$ cat config.mk
export PLATFORM = sky130hd
export DESIGN_NAME = pin_ctrl_apb
export DESIGN_NICKNAME = d
export VERILOG_FILES = /design/src/rtl/gpio_pkg.sv /design/src/rtl/gpio_sync.sv /design/src/rtl/gpio_regfile.sv /design/src/rtl/gpio_irq.sv /design/src/rtl/pin_ctrl_apb.sv
export SDC_FILE = /design/constraint.sdc
export NUM_CORES = 1
export LEC_CHECK = 0
export BUFFER_PORTS_ARGS = -buffer_cell sky130_fd_sc_hd__buf_4
export CAP_MARGIN = 5
export CORE_MARGIN = 1
export CORE_UTILIZATION = 59
export DETAILED_ROUTE_END_ITERATION = 16
export MAX_ROUTING_LAYER = met4
export PLACE_DENSITY = 0.85
export SKIP_LAST_GASP = 1
export SLEW_MARGIN = 20
export SYNTH_ARGS = -nofsm -noshare
export SYNTH_HDL_FRONTEND = slang
export SYNTH_SLANG_ARGS = --single-unit
$ cat constraint.sdc
create_clock -name pclk -period 2.1 [get_ports pclk]
set_input_delay 0.105 -clock pclk [delete_from_list [all_inputs] [get_ports pclk]]
set_output_delay 0.105 -clock pclk [all_outputs]
set_load 0.05 [all_outputs]
$ cat src/rtl/gpio_pkg.sv
package gpio_pkg;
  localparam int BUS_W = 32;
  localparam int WIDX_W = 4;

  typedef enum logic [WIDX_W-1:0] {
    RG_IN_SET    = 4'd0,
    RG_STAT_CLR  = 4'd1,
    RG_DIR_OUT   = 4'd2,
    RG_DIR_IN    = 4'd3,
    RG_EN_SET    = 4'd4,
    RG_EN_CLR    = 4'd5,
    RG_EDGE      = 4'd6,
    RG_LEVEL     = 4'd7,
    RG_POL_HI    = 4'd8,
    RG_POL_LO    = 4'd9,
    RG_ANY_SET   = 4'd10,
    RG_ANY_CLR   = 4'd11,
    RG_LATCH_CLR = 4'd12,
    RG_CTRL      = 4'd13
  } reg_word_e;

  localparam int CTRL_LOOP_BIT = 0;
endpackage

$ cat src/rtl/gpio_sync.sv
module gpio_sync #(
  parameter int N = 8
) (
  input  logic         clk,
  input  logic         rst_n,
  input  logic [N-1:0] d,
  output logic [N-1:0] q,
  output logic [N-1:0] q_prev
);
  logic [N-1:0] stage1;

  always_ff @(posedge clk or negedge rst_n) begin
    if (!rst_n) begin
      stage1 <= '0;
      q      <= '0;
      q_prev <= '0;
    end else begin
      stage1 <= d;
      q      <= stage1;
      q_prev <= q;
    end
  end
endmodule

$ cat src/rtl/gpio_regfile.sv
module gpio_regfile
  import gpio_pkg::*;
#(
  parameter int N = 8
) (
  input  logic              clk,
  input  logic              rst_n,
  input  logic              wr_en,
  input  logic [WIDX_W-1:0] wr_word,
  input  logic [N-1:0]      wr_data,
  output logic [N-1:0]      out_q,
  output logic [N-1:0]      dir_q,
  output logic [N-1:0]      en_q,
  output logic [N-1:0]      edge_q,
  output logic [N-1:0]      pol_q,
  output logic [N-1:0]      any_q,
  output logic              loop_q,
  output logic [N-1:0]      clr_mask
);
  function automatic logic [N-1:0] w1(input logic [N-1:0] cur, input logic [N-1:0] m,
                                      input logic set);
    return set ? (cur | m) : (cur & ~m);
  endfunction

  reg_word_e word;
  assign word     = reg_word_e'(wr_word);
  assign clr_mask = (wr_en && word == RG_LATCH_CLR) ? wr_data : '0;

  always_ff @(posedge clk or negedge rst_n) begin
    if (!rst_n) begin
      out_q  <= '0;
      dir_q  <= '0;
      en_q   <= '0;
      edge_q <= '0;
      pol_q  <= '0;
      any_q  <= '0;
      loop_q <= 1'b0;
    end else if (wr_en) begin
      case (word)
        RG_IN_SET:   out_q  <= w1(out_q, wr_data, 1'b1);
        RG_STAT_CLR: out_q  <= w1(out_q, wr_data, 1'b0);
        RG_DIR_OUT:  dir_q  <= w1(dir_q, wr_data, 1'b1);
        RG_DIR_IN:   dir_q  <= w1(dir_q, wr_data, 1'b0);
        RG_EN_SET:   en_q   <= w1(en_q, wr_data, 1'b1);
        RG_EN_CLR:   en_q   <= w1(en_q, wr_data, 1'b0);
        RG_EDGE:     edge_q <= w1(edge_q, wr_data, 1'b1);
        RG_LEVEL:    edge_q <= w1(edge_q, wr_data, 1'b0);
        RG_POL_HI:   pol_q  <= w1(pol_q, wr_data, 1'b1);
        RG_POL_LO:   pol_q  <= w1(pol_q, wr_data, 1'b0);
        RG_ANY_SET:  any_q  <= w1(any_q, wr_data, 1'b1);
        RG_ANY_CLR:  any_q  <= w1(any_q, wr_data, 1'b0);
        RG_CTRL:     loop_q <= wr_data[CTRL_LOOP_BIT];
        default: ;
      endcase
    end
  end
endmodule

$ cat src/rtl/gpio_irq.sv
module gpio_irq #(
  parameter int N = 8
) (
  input  logic         clk,
  input  logic         rst_n,
  input  logic [N-1:0] s_cur,
  input  logic [N-1:0] s_prev,
  input  logic [N-1:0] edge_q,
  input  logic [N-1:0] pol_q,
  input  logic [N-1:0] any_q,
  input  logic [N-1:0] en_q,
  input  logic [N-1:0] clr_mask,
  output logic [N-1:0] ev,
  output logic [N-1:0] lat,
  output logic [N-1:0] status,
  output logic         irq
);
  function automatic logic [N-1:0] edge_hit(input logic [N-1:0] s, input logic [N-1:0] p,
                                            input logic [N-1:0] pol, input logic [N-1:0] any);
    logic [N-1:0] rise, fall;
    rise = s & ~p;
    fall = ~s & p;
    return (any & (rise | fall)) | (~any & pol & rise) | (~any & ~pol & fall);
  endfunction

  function automatic logic [N-1:0] level_act(input logic [N-1:0] s, input logic [N-1:0] pol);
    return ~(s ^ pol);
  endfunction

  assign ev     = edge_hit(s_cur, s_prev, pol_q, any_q) & edge_q;
  assign status = (edge_q & lat) | (~edge_q & level_act(s_cur, pol_q));
  assign irq    = |(status & en_q);

  always_ff @(posedge clk or negedge rst_n) begin
    if (!rst_n) lat <= '0;
    else        lat <= ((lat & ~clr_mask) | ev) & edge_q;
  end
endmodule

$ cat src/rtl/pin_ctrl_apb.sv
module pin_ctrl_apb
  import gpio_pkg::*;
#(
  parameter int NPINS  = 8,
  parameter int ADDR_W = WIDX_W + 2
) (
  input  logic              pclk,
  input  logic              presetn,
  input  logic              psel,
  input  logic              penable,
  input  logic              pwrite,
  input  logic [ADDR_W-1:0] paddr,
  input  logic [BUS_W-1:0]  pwdata,
  output logic [BUS_W-1:0]  prdata,
  input  logic [NPINS-1:0]  pin_in,
  output logic [NPINS-1:0]  pin_out,
  output logic [NPINS-1:0]  pin_oe,
  output logic              irq
);
  logic              wr_en;
  logic [WIDX_W-1:0] wr_word;
  logic [NPINS-1:0]  wr_data;
  logic [NPINS-1:0]  out_q, dir_q, en_q, edge_q, pol_q, any_q, clr_mask;
  logic              loop_q;
  logic [NPINS-1:0]  src, s_cur, s_prev, ev, lat, status;

  assign wr_word = paddr[ADDR_W-1:2];
  assign wr_data = pwdata[NPINS-1:0];
  assign wr_en   = psel && penable && pwrite && (paddr[1:0] == 2'b00);

  generate
    if (NPINS < BUS_W) begin : g_hi
      logic unused_hi;
      assign unused_hi = ^pwdata[BUS_W-1:NPINS];
    end
  endgenerate

  gpio_regfile #(.N(NPINS)) u_regs (
    .clk(pclk), .rst_n(presetn), .wr_en(wr_en), .wr_word(wr_word), .wr_data(wr_data),
    .out_q(out_q), .dir_q(dir_q), .en_q(en_q), .edge_q(edge_q), .pol_q(pol_q),
    .any_q(any_q), .loop_q(loop_q), .clr_mask(clr_mask)
  );

  assign src = loop_q ? out_q : pin_in;

  gpio_sync #(.N(NPINS)) u_sync (
    .clk(pclk), .rst_n(presetn), .d(src), .q(s_cur), .q_prev(s_prev)
  );

  gpio_irq #(.N(NPINS)) u_irq (
    .clk(pclk), .rst_n(presetn), .s_cur(s_cur), .s_prev(s_prev), .edge_q(edge_q),
    .pol_q(pol_q), .any_q(any_q), .en_q(en_q), .clr_mask(clr_mask),
    .ev(ev), .lat(lat), .status(status), .irq(irq)
  );

  assign pin_out = out_q;
  assign pin_oe  = dir_q;

  always_comb begin
    case (reg_word_e'(wr_word))
      RG_IN_SET:             prdata = BUS_W'(s_cur);
      RG_STAT_CLR:           prdata = BUS_W'(status);
      RG_DIR_OUT, RG_DIR_IN: prdata = BUS_W'(dir_q);
      RG_EN_SET, RG_EN_CLR:  prdata = BUS_W'(en_q);
      RG_EDGE, RG_LEVEL:     prdata = BUS_W'(edge_q);
      RG_POL_HI, RG_POL_LO:  prdata = BUS_W'(pol_q);
      RG_ANY_SET, RG_ANY_CLR: prdata = BUS_W'(any_q);
      RG_CTRL:               prdata = BUS_W'(loop_q);
      default:               prdata = '0;
    endcase
  end
endmodule

# After elaboration in Yosys (flattened, before gate mapping)
# Index checks and enable logic that the tools add are counted.
[classes] eq_ne=13 n_mux=9 bitwise=39 reduce_logical=25
[ops] cell="AND 8 bit" count=19
[ops] cell="one-hot mux 8 bit (2 select lines)" count=6
[ops] cell="OR 8 bit" count=11
[ops] cell="inverter 8 bit" count=8
[ops] cell="one-hot mux 8 bit (8 select lines)" count=1
[ops] cell="== test 4 bit (second input constant)" count=6
[ops] cell="== test 4 x 3 -> 1 bit (second input constant)" count=4
[ops] cell="two-way mux 8 bit" count=2
[ops] cell="AND reduction 2 bit" count=7
[ops] cell="nonzero test 2 bit" count=6
[ops] cell="OR reduction 2 bit" count=5
[ops] cell="== test 4 x 2 -> 1 bit (second input constant)" count=2
[ops] cell="OR reduction 8 bit" count=1
[ops] cell="bitwise XOR 8 bit" count=1
[ops] cell="== test 4 x 1 -> 1 bit (second input constant)" count=1
[ops] cell="logical AND 1 bit" count=4
[ops] cell="zero test 4 bit" count=1
[ops] cell="zero test 2 bit" count=1
[word_totals] ff_bits=81 in_bits=51 output_inout_bits=49 elab_cells=97

# Longest topological paths before layout
# Gate-level depths: netlist (run 1).
[depth] word_depth=9 mapped_depth=6 mapped_depth_nobuf=6

# Cells and area by module
# From an unflattened synthesis (run 1), not the netlist that was laid out.
[hier_totals] cells_unflattened=439 area_unflattened_um2=4609.4
[by_module_without_submodules] module="gpio_regfile" n_inst=1 cells_per_inst=190 area_per_inst_um2=2138.3 seq_area_each_um2=1226.2
[by_module_without_submodules] module="gpio_irq" n_inst=1 cells_per_inst=118 area_per_inst_um2=996.0 seq_area_each_um2=200.2
[by_module_without_submodules] module="pin_ctrl_apb" n_inst=1 cells_per_inst=107 area_per_inst_um2=874.6 seq_area_each_um2=0.0
[by_module_without_submodules] module="gpio_sync" n_inst=1 cells_per_inst=24 area_per_inst_um2=600.6 seq_area_each_um2=600.6

# Worst setup path before layout (run 1)
# No wires, ideal clock.
[synth_timing] path_kind="input port to output port" start="input port paddr[4]" end="output port prdata[4]" t_arrival_ps=2560 t_required_ps=1995 setup_slack_ps=-565 cell_stages=5 n_path_buf=3 path_cell_list="buf_4 -> buf_2 -> buf_2 -> a21oi_1 -> o311ai_0"
[synth_between] elab_chain_len=3 elab_cells_between_ends=19 classes_between="12 x eq/ne; 1 x mux; 6 x reduce/logical"
[synth_rtl] element="from (decl)" line="pin_ctrl_apb.sv:12" source="input logic [ADDR_W-1:0] paddr,"
[synth_rtl] element="== test 4 bit, or another cell as far along" line="pin_ctrl_apb.sv:60" source="case (reg_word_e'(wr_word))"
[synth_rtl] element="OR reduction 2 bit" line="pin_ctrl_apb.sv:60"
[synth_rtl] element="one-hot mux 8 bit (8 select lines) *" line="pin_ctrl_apb.sv:60"
[synth_rtl] element="to (decl)" line="pin_ctrl_apb.sv:14" source="output logic [BUS_W-1:0] prdata,"
# Mark *: on every way between the ends. The rest lies on a longest branch, timed or not.

# Worst setup path after layout (run 1)
[layout_timing] start="register u_sync.q[2]" end="output port irq"
[layout_between] elab_chain_len=6
[layout_rtl] element="from (decl)" line="gpio_sync.sv:7" source="output logic [N-1:0] q,"
[layout_rtl] element="from (signal assigned)" line="gpio_sync.sv:19" source="q <= stage1;"
[layout_rtl] element="bitwise XOR 8 bit" line="gpio_irq.sv:27" source="return ~(s ^ pol);"
[layout_rtl] element="inverter 8 bit" line="gpio_irq.sv:27"
[layout_rtl] element="AND 8 bit" line="gpio_irq.sv:31" source="assign status = (edge_q & lat) | (~edge_q & level_act(s_cur, pol_q));"
[layout_rtl] element="OR 8 bit" line="gpio_irq.sv:31"
[layout_rtl] element="AND 8 bit" line="gpio_irq.sv:32" source="assign irq = |(status & en_q);"
[layout_rtl] element="OR reduction 8 bit" line="gpio_irq.sv:32"
[layout_rtl] element="to (decl)" line="pin_ctrl_apb.sv:18" source="output logic irq"
# No other way between the ends.

==> impl_metrics.toml, run 1 <==
[clock_tree]
ctsRootBufferMaster = "clkbuf_8"
cts_tree = "done"
cts_buffers = 9
htreeDepth = 3
clkTransAtPathRegs_ps = 80
cts_num_sinks = 81
clk_latency_ps = 360
clockBufferDepth = 2
cts_setup_buffers = 0

[timing]
slew_viol_final = 0
setup-violations-final = 0
fin_skew_ps = 5.521
rsz0062_at_grt = "false"
max_slew.worst_pin.slew_ps = 571.4
fin_crit_ps = 1986
slew_headroom_pct = 61.74
fin_crit_sh_pct = 94.56
fmax_ghz = 0.5036
hold_violations = 0
hold_ws_ps = 1.708
final.setup.tns_ps = 0

[floorplanning]
rows = 31
die_area_um2 = 8092
io_pins = 100
core-area_um2 = 7370
start_util_pct = 61.94
fp.dieH_um = 89.96
dieWidth_um = 89.96

[final_layout]
finalNonFillerCells = 616
syn_to_final_growth_pct = 14.69
nets = 579
diodes = 0
drive_gt1_share_pct = 20.50
final_area_um2 = 5235

[placed_design]
io_buffers = 51
dp_hpwl_mm = 7.568
gp_congestion = 0.9210
placed_area_um2 = 4977
dp.cells = 591

[setup_path]
worst-path-max-fanout = 5
crit_required_ps = 2000
cp-start-kind = "register"
cp.arrival_ps = 1880
cp_slowest_cell = "dfrtp_1"
path_class = "register to output port"
cp.depth = 5
slowest_delay_ps = 440
end_kind = "output port"
path_buf_inv = 1
r2r_cells = 6
crit_family = "compound AO/OA/AOI/OAI gates"
worst-r2r-setup-slack_ps = 660
path_cells = "xor2_1 > o21ai_0 > a211oi_2 > nand4_1 > buf_4"

[synth]
synth_cell_types = 53
synth_edf_count = 0
synth-seq-cells = 81
synthMuxAreaShare_pct = 8.169
synth_adder_area_share_pct = 4.386
yosys.area_share.simple_pct = 11.60
async_flop_share_pct = 100.0
syn_area_um2 = 4564
ys_warn_count = 0
syn-instance-count = 453
ys_seq_area_share_pct = 44.41
synth-xor-area-share_pct = 1.535
syn_avg_cell_area_um2 = 10.08
synthFlopType = "dfrtp_1"
synth_compound_area_share_pct = 19.85
synth_top_family_by_area = "compound AO/OA/AOI/OAI gates"

[power]
vdd.ir_drop.worst_mv = 0.4726
finalPower_w = 0.003529
powerDensity_nw_per_um2 = 674.1
leakagePower_nw = 2.606

[route]
dr.pass1.iters = 7
routed_via_density = 6.063
wl_per_cell_um = 17.89
num_vias = 3735
drtAntennaViolNets = 0
wl_mm = 11.02
drc = 0
drtIter0Drc = 390

[global_routing]
antenna_found_initial = 0
grt_max_degree = 50
grt_pass1_wl_mm = 18.05
grt_overflow = 0
grt_pass1_vias = 3658
track_usage_pct = 29.61

[hold_path]
hold_depth = 2
min-delay-path-class = "input pin to register"

[flow_run]
maxCapViolCount = 0

[status]
outcome = "finished, final reports clean"
==> per-stage QoR <==
| stage | util (%) | setup WS (ps) |
|---|---|---|
| 6_report | 71.04 | 114.3 |
| 4_1_cts | 70.97 | 63.80 |
| 5_1_grt | 71.04 | 24.04 |
| 3_3_place_gp | 67.54 | 431.2 |
| 2_1_floorplan | - | 29.31 |
| 3_5_place_dp | 67.54 | 379.6 |
==> path summary, 6_finish.rpt <==
path / startpoint / to
min: pwdata[2] / register
min in group asynchronous: presetn / u_sync.q[3]$_DFF_PN0_
max reg2reg: u_sync.q[0]$_DFF_PN0_ / u_irq.lat[0]$_DFF_PN0_
max: u_sync.q[2]$_DFF_PN0_ / irq
max in group asynchronous: presetn / asynchronous set/reset pin
min reg2reg: u_sync.stage1[6]$_DFF_PN0_ / u_sync.q[6]$_DFF_PN0_
==> cell type report <==
type                    instances  area (um^2)
multi-input cells             307         2173
fillers                       560         2135
flip-flops and latches         81         2027
repair buffers                 77        613.1
inverters                      36        135.1
clock buffers                  10        127.6
well taps                      99        123.9
clock inverters                 6        35.03
==> Yosys cell counts, drive strengths merged, types with 2 or more instances <==
cell    instances  area, um^2
a211oi         11       82.58
buf            38       260.2
clkbuf         14       60.05
nor3b           4       30.03
o21a            8       60.06
a22oi           2       15.01
mux2           10       112.6
dfrtp          81        2027
o21ai          14       70.07
ha             16       200.2
nor2b          11       68.82
nor4            5       91.34
nor3            5       41.29
xor2            8       70.07
a31oi          29       181.4
a21oi          47       235.2
o211ai          4       30.03
a221o           2       20.02
mux2i          26       260.3
and2            2       12.51
inv            36       135.1
nand2          32       120.1
nand2b          6       40.04
a21boi          8       60.06
a311oi          2       17.52
a22o            5       43.79
nand3           4       20.02
nor2            7       33.78
==> metal layers <==
metal | wire length [um] | track usage, %
met2 | 5656 | 48.78
met5 | 0 | -
met4 | 361 | 13.84
met1 | 4356 | 35.76
met3 | 647 | 4.992
==> layout by cell type, fill, tap and decap left out, types with 5 or more instances in the layout <==
cell type and n:
nor2_1 6, mux2_2 10, o21a_1 8, dlygate4sd3_1 9
clkbuf_8 9, mux2i_1 26, inv_1 36, conb_1 24
a21oi_1 47, nand2b_1 5, a22o_1 5, nor2b_1 11
ha_1 16, nand2_1 32, a21boi_0 8, buf_4 67
xor2_1 8, dfrtp_1 81, o21ai_0 14, a31oi_1 29
a211oi_1 10
==> power by group <==
part / leakage, nW / internal, W / total [W] / switching (W)
clock network: 0.0818 / 0.000421 / 0.00101 / 0.000592
registers: 0.966 / 0.00165 / 0.00175 / 0.0000980
logic: 1.56 / 0.000259 / 0.000764 / 0.000505
==> cell families (layout without fill, tap and decap cells) <==
family,Yosys count,in the layout
mux,36,36
flops,81,81
simple gates,81,81
compound gates,142,142
xor+xnor,8,8
other cells,1,24
fa+ha+maj,16,16
buf+inv,88,129
==> what timing repair did <==
| item | 4_1_cts | 5_1_grt |
|---|---|---|
| endpoints found under the setup margin | 0 | 1 |
| endpoints found under the hold margin | 40 | 0 |
| hold buffers | 9 | 0 |
| gates resized for setup | 0 | 1 |
(Power assumes the default switching activity.)
==> inputs of run 2 (changes only) <==
==> constraint.sdc (replaced) <==
create_clock -name pclk -period 2.1 [get_ports pclk]
set_input_delay 0.105 -clock pclk [delete_from_list [all_inputs] [get_ports pclk]]
set_output_delay 0.105 -clock pclk [all_outputs]
set_load 0.01 [all_outputs]
==> impl_metrics.toml, run 2 (synthesized netlist as in run 1, its figures left out) <==
[power]
powerDensity_nw_per_um2 = 663.7
leakagePower_nw = 2.599
vdd.ir_drop.worst_mv = 0.4711

[timing]
max_slew.worst_pin.slew_ps = 609.9
slew_viol_final = 0
fin_ws_ps = 204.3
hold_violations = 0
fin_crit_sh_pct = 90.27
slew_headroom_pct = 59.26
fmax_ghz = 0.5275
fin_crit_ps = 1896
final.setup.tns_ps = 0
fin_skew_ps = 5.857
rsz0062_at_grt = "false"
setup-violations-final = 0

[final_layout]
finalNonFillerCells = 609
nFillCells = 566
nets = 573
final_common_cell = "dfrtp_1"
syn_to_final_growth_pct = 14.58
diodes = 0
final_cell_mix = "dfrtp_1, buf_4, a21oi_1, inv_1, nand2_1"
drive_gt1_share_pct = 19.22

[global_routing]
antenna_found_initial = 0
grt_pass1_vias = 3521
grt_pass1_wl_mm = 17.53
grt_overflow = 0
grt_max_degree = 42
track_usage_pct = 28.51

[clock_tree]
cts_num_sinks = 81
ctsRootBufferMaster = "clkbuf_8"
cts_setup_buffers = 0
clkTransAtPathRegs_ps = 80
cts_buffers = 9
cts_tree = "done"
htreeDepth = 3
clockBufferDepth = 2
clk_latency_ps = 350

[setup_path]
slowest_delay_ps = 450
cp_slowest_cell = "dfrtp_1"
path_class = "register to output port"
cp-start-kind = "register"
r2r_cells = 6
cp-endpoint = "irq"
worst-r2r-setup-slack_ps = 650
path_cells = "xor2_1 > nor3_1 > a211oi_1 > nand4_1 > buf_4"
r2r-start = "u_sync.q[0]$_DFF_PN0_"
end_kind = "output port"
startpoint = "u_sync.q[0]$_DFF_PN0_"
crit_required_ps = 2000
r2r_end = "u_irq.lat[0]$_DFF_PN0_"
worst-path-max-fanout = 5
cp.arrival_ps = 1790

[floorplanning]
dieWidth_um = 89.96
fp.dieH_um = 89.96
io_pins = 100
start_util_pct = 61.94
rows = 31
die_area_um2 = 8092
core-area_um2 = 7370

[route]
drtIter0Drc = 358
num_vias = 3572
wl_per_cell_um = 17.49
wl_mm = 10.65
drtAntennaViolNets = 0
drc = 0
routed_via_density = 5.865
dr.pass1.iters = 5

[placed_design]
dp.cells = 585
dp_hpwl_mm = 7.288
io_buffers = 51
dp_slack_ps = 438.3
gp_congestion = 0.9383

[hold_path]
min-delay-path-class = "input pin to register"

[flow_run]
maxCapViolCount = 0

[status]
outcome = "finished, final reports clean"
==> run 2: changes by cell type in the layout (fill, tap and decap cells not counted), sizes merged <==
cell	change
clkbuf	+2
buf	-6
clkinv	-2
bufinv	+1
clkinvlp	-2
==> run 2: report_power, final <==
group | switching [W] | leakage (nW) | internal, W
clock network | 0.000544 | 0.102 | 0.000605
logic | 0.000315 | 1.53 | 0.000251
registers | 0.000102 | 0.966 | 0.00165
total | 0.000961 | 2.60 | 0.00251
==> run 2: critical path: cells and delay by family (launching register included) <==
kind            cells  cell delay, ps
flops               1             450
compound gates      1             310
buf+inv             1             170
simple gates        2             240
xor+xnor            1             260
==> run 2: how the worst min path moves through the flow <==
stage / startpoint / to / slack, ps / cells past startpoint
finish: pwdata[5] / register / 20 / 2
global placement: presetn / u_sync.stage1[7]$_DFF_PN0_ / 120 / 1
global route: pwdata[5] / register / 20 / 2
detailed placement: presetn / asynchronous set/reset pin / 120 / 1
CTS: pin_in[2] / u_sync.stage1[2]$_DFF_PN0_ / 4 / 2
floorplan: presetn / asynchronous set/reset pin / -190 / 0
==> run 2: metal layers <==
metal	part of all wire [%]	GRT usage (%)
met4	2.5	11.16
met1	44	38.53
met2	47	43.59
met3	6.4	4.484
met5	0	-
==> run 2: cell type report <==
type | instances | area, um^2 | share of cell area [%]
Tap cell | 99 | 123.9 | 2.368
Sequential cell | 81 | 2027 | 38.76
Clock inverter | 3 | 40.04 | 0.7655
Inverter | 36 | 135.1 | 2.584
Multi-Input combinational cell | 307 | 2168 | 41.46
Timing Repair Buffer | 71 | 580.6 | 11.10
Clock buffer | 12 | 155.1 | 2.967
==> run 2: repair_timing <==
action / in CTS / in global routing
hold buffers: 8 / 1
hold endpoints to repair: 47 / 1
resized for setup: 0 / 0
setup endpoints to repair: 0 / 0
==> run 2: through the flow <==
stage	area, um^2	hold slack (ps)	total power, W	util [%]
after floorplan	4651	-190.6	0.002134	-
after global placement	4945	118.2	0.002306	67.10
after detailed placement	4945	120.2	0.002332	67.10
after CTS	5220	4.130	0.003476	70.83
after global routing	5230	23.06	0.003620	70.97
final	5230	15.24	0.003471	70.97
==> inputs of run 3 (changes only) <==
REMOVE_ABC_BUFFERS = 1   (was default)
==> impl_metrics.toml, run 3 (synthesized netlist as in run 1, its figures left out) <==
[floorplanning]
fp.dieH_um = 89.96
rows = 31
die_area_um2 = 8092
dieWidth_um = 89.96
core-area_um2 = 7370
io_pins = 100
start_util_pct = 61.94

[final_layout]
drive_gt1_share_pct = 20.58
nets = 582
final_cell_mix = "dfrtp_1, buf_4, a21oi_1, inv_1, nand2_1"
finalNonFillerCells = 619
final_common_cell = "dfrtp_1"
syn_to_final_growth_pct = 16.34
diodes = 0

[timing]
final.setup.tns_ps = 0
setup-violations-final = 0
slew_headroom_pct = 61.58
max_slew.worst_pin.slew_ps = 571.9
rsz0062_at_grt = "false"
fmax_ghz = 0.5007
fin_ws_ps = 102.9
hold_violations = 0
slew_viol_final = 0
fin_skew_ps = 4.316
fin_crit_sh_pct = 95.10
fin_crit_ps = 1997

[flow_run]
maxCapViolCount = 0

[clock_tree]
clkTransAtPathRegs_ps = 80
ctsRootBufferMaster = "clkbuf_8"
cts_tree = "done"
clk_latency_ps = 360
cts_setup_buffers = 0
cts_buffers = 9
cts_num_sinks = 81
clockBufferDepth = 2
htreeDepth = 3

[hold_path]
min-delay-path-class = "input pin to register"

[setup_path]
crit_family = "compound AO/OA/AOI/OAI gates"
path_buf_inv = 1
end_kind = "output port"
path_class = "register to output port"
cp-start-kind = "register"
crit_required_ps = 2000
worst-path-max-fanout = 5
path_cells = "and2_1 > o2bb2ai_1 > a311oi_1 > nand4_1 > buf_4"
cp_slowest_cell = "dfrtp_1"
slowest_delay_ps = 430
cp.arrival_ps = 1890

[route]
drc = 0
drtIter0Drc = 277
routed_via_density = 6.082
drtAntennaViolNets = 0
num_vias = 3765
dr.pass1.iters = 5
wl_per_cell_um = 18.09
wl_mm = 11.20

[global_routing]
grt_overflow = 0
track_usage_pct = 30.23
antenna_found_initial = 0
grt_max_degree = 45
grt_pass1_vias = 3685
grt_pass1_wl_mm = 18.57

[placed_design]
io_buffers = 51
gp_congestion = 0.8611
dp.cells = 592
dp_hpwl_mm = 7.593
dp_slack_ps = 402.2

[status]
outcome = "finished, final reports clean"

[power]
leakagePower_nw = 2.645
powerDensity_nw_per_um2 = 683.2
vdd.ir_drop.worst_mv = 0.4725
run 3: per-stage QoR:
stage / total power (W) / cell area (um^2) / utilization, % / hold WS (ps)
after floorplan: 0.002046 / 4330 / - / -190.6
after global placement: 0.002307 / 4972 / 67.47 / 131.0
after detailed placement: 0.002337 / 4972 / 67.47 / 132.9
after CTS: 0.003630 / 5310 / 72.05 / 6.810
after global routing: 0.003771 / 5310 / 72.05 / 18.90
final: 0.003628 / 5310 / 72.05 / 11.25
run 3: repair_timing:
| action | in CTS | in global routing |
|---|---|---|
| endpoints found under the hold margin | 54 | 0 |
| resized for setup | 0 | 0 |
| hold buffers | 11 | 0 |
run 3: power breakdown:
| group | switching [W] | internal [W] |
|---|---|---|
| logic | 0.000332 | 0.000255 |
| registers | 0.0000959 | 0.00165 |
| clock network | 0.000587 | 0.000706 |
run 3: final timing paths:
check	slack, ps	startpoint	to	cells past startpoint
max in group asynchronous	1150	presetn	asynchronous set/reset pin	3
worst max register to register	640	u_sync.q[1]$_DFF_PN0_	u_irq.lat[1]$_DFF_PN0_	6
worst min-delay path	10	pwdata[4]	register	2
worst max-delay path	100	register	irq	5
min in group asynchronous	270	presetn	asynchronous set/reset pin	2
worst min register to register	350	u_sync.stage1[3]$_DFF_PN0_	u_sync.q[3]$_DFF_PN0_	0
run 3: area by class of cell:
cell class	count	area, um^2
Fill cell	548	2059
Timing Repair Buffer	80	628.1
Sequential cell	81	2027
Tap cell	99	123.9
Clock inverter	6	90.09
Multi-Input combinational cell	307	2168
Clock buffer	10	137.6
Inverter	36	135.1
run 3: per-layer routing:
layer	track usage [%]	vias up	routed length, um
li1	-	1684	-
met1	37.94	1845	4482
met2	50.06	201	5557
met3	5.584	35	889
met4	9.409	0	271
met5	-	-	0
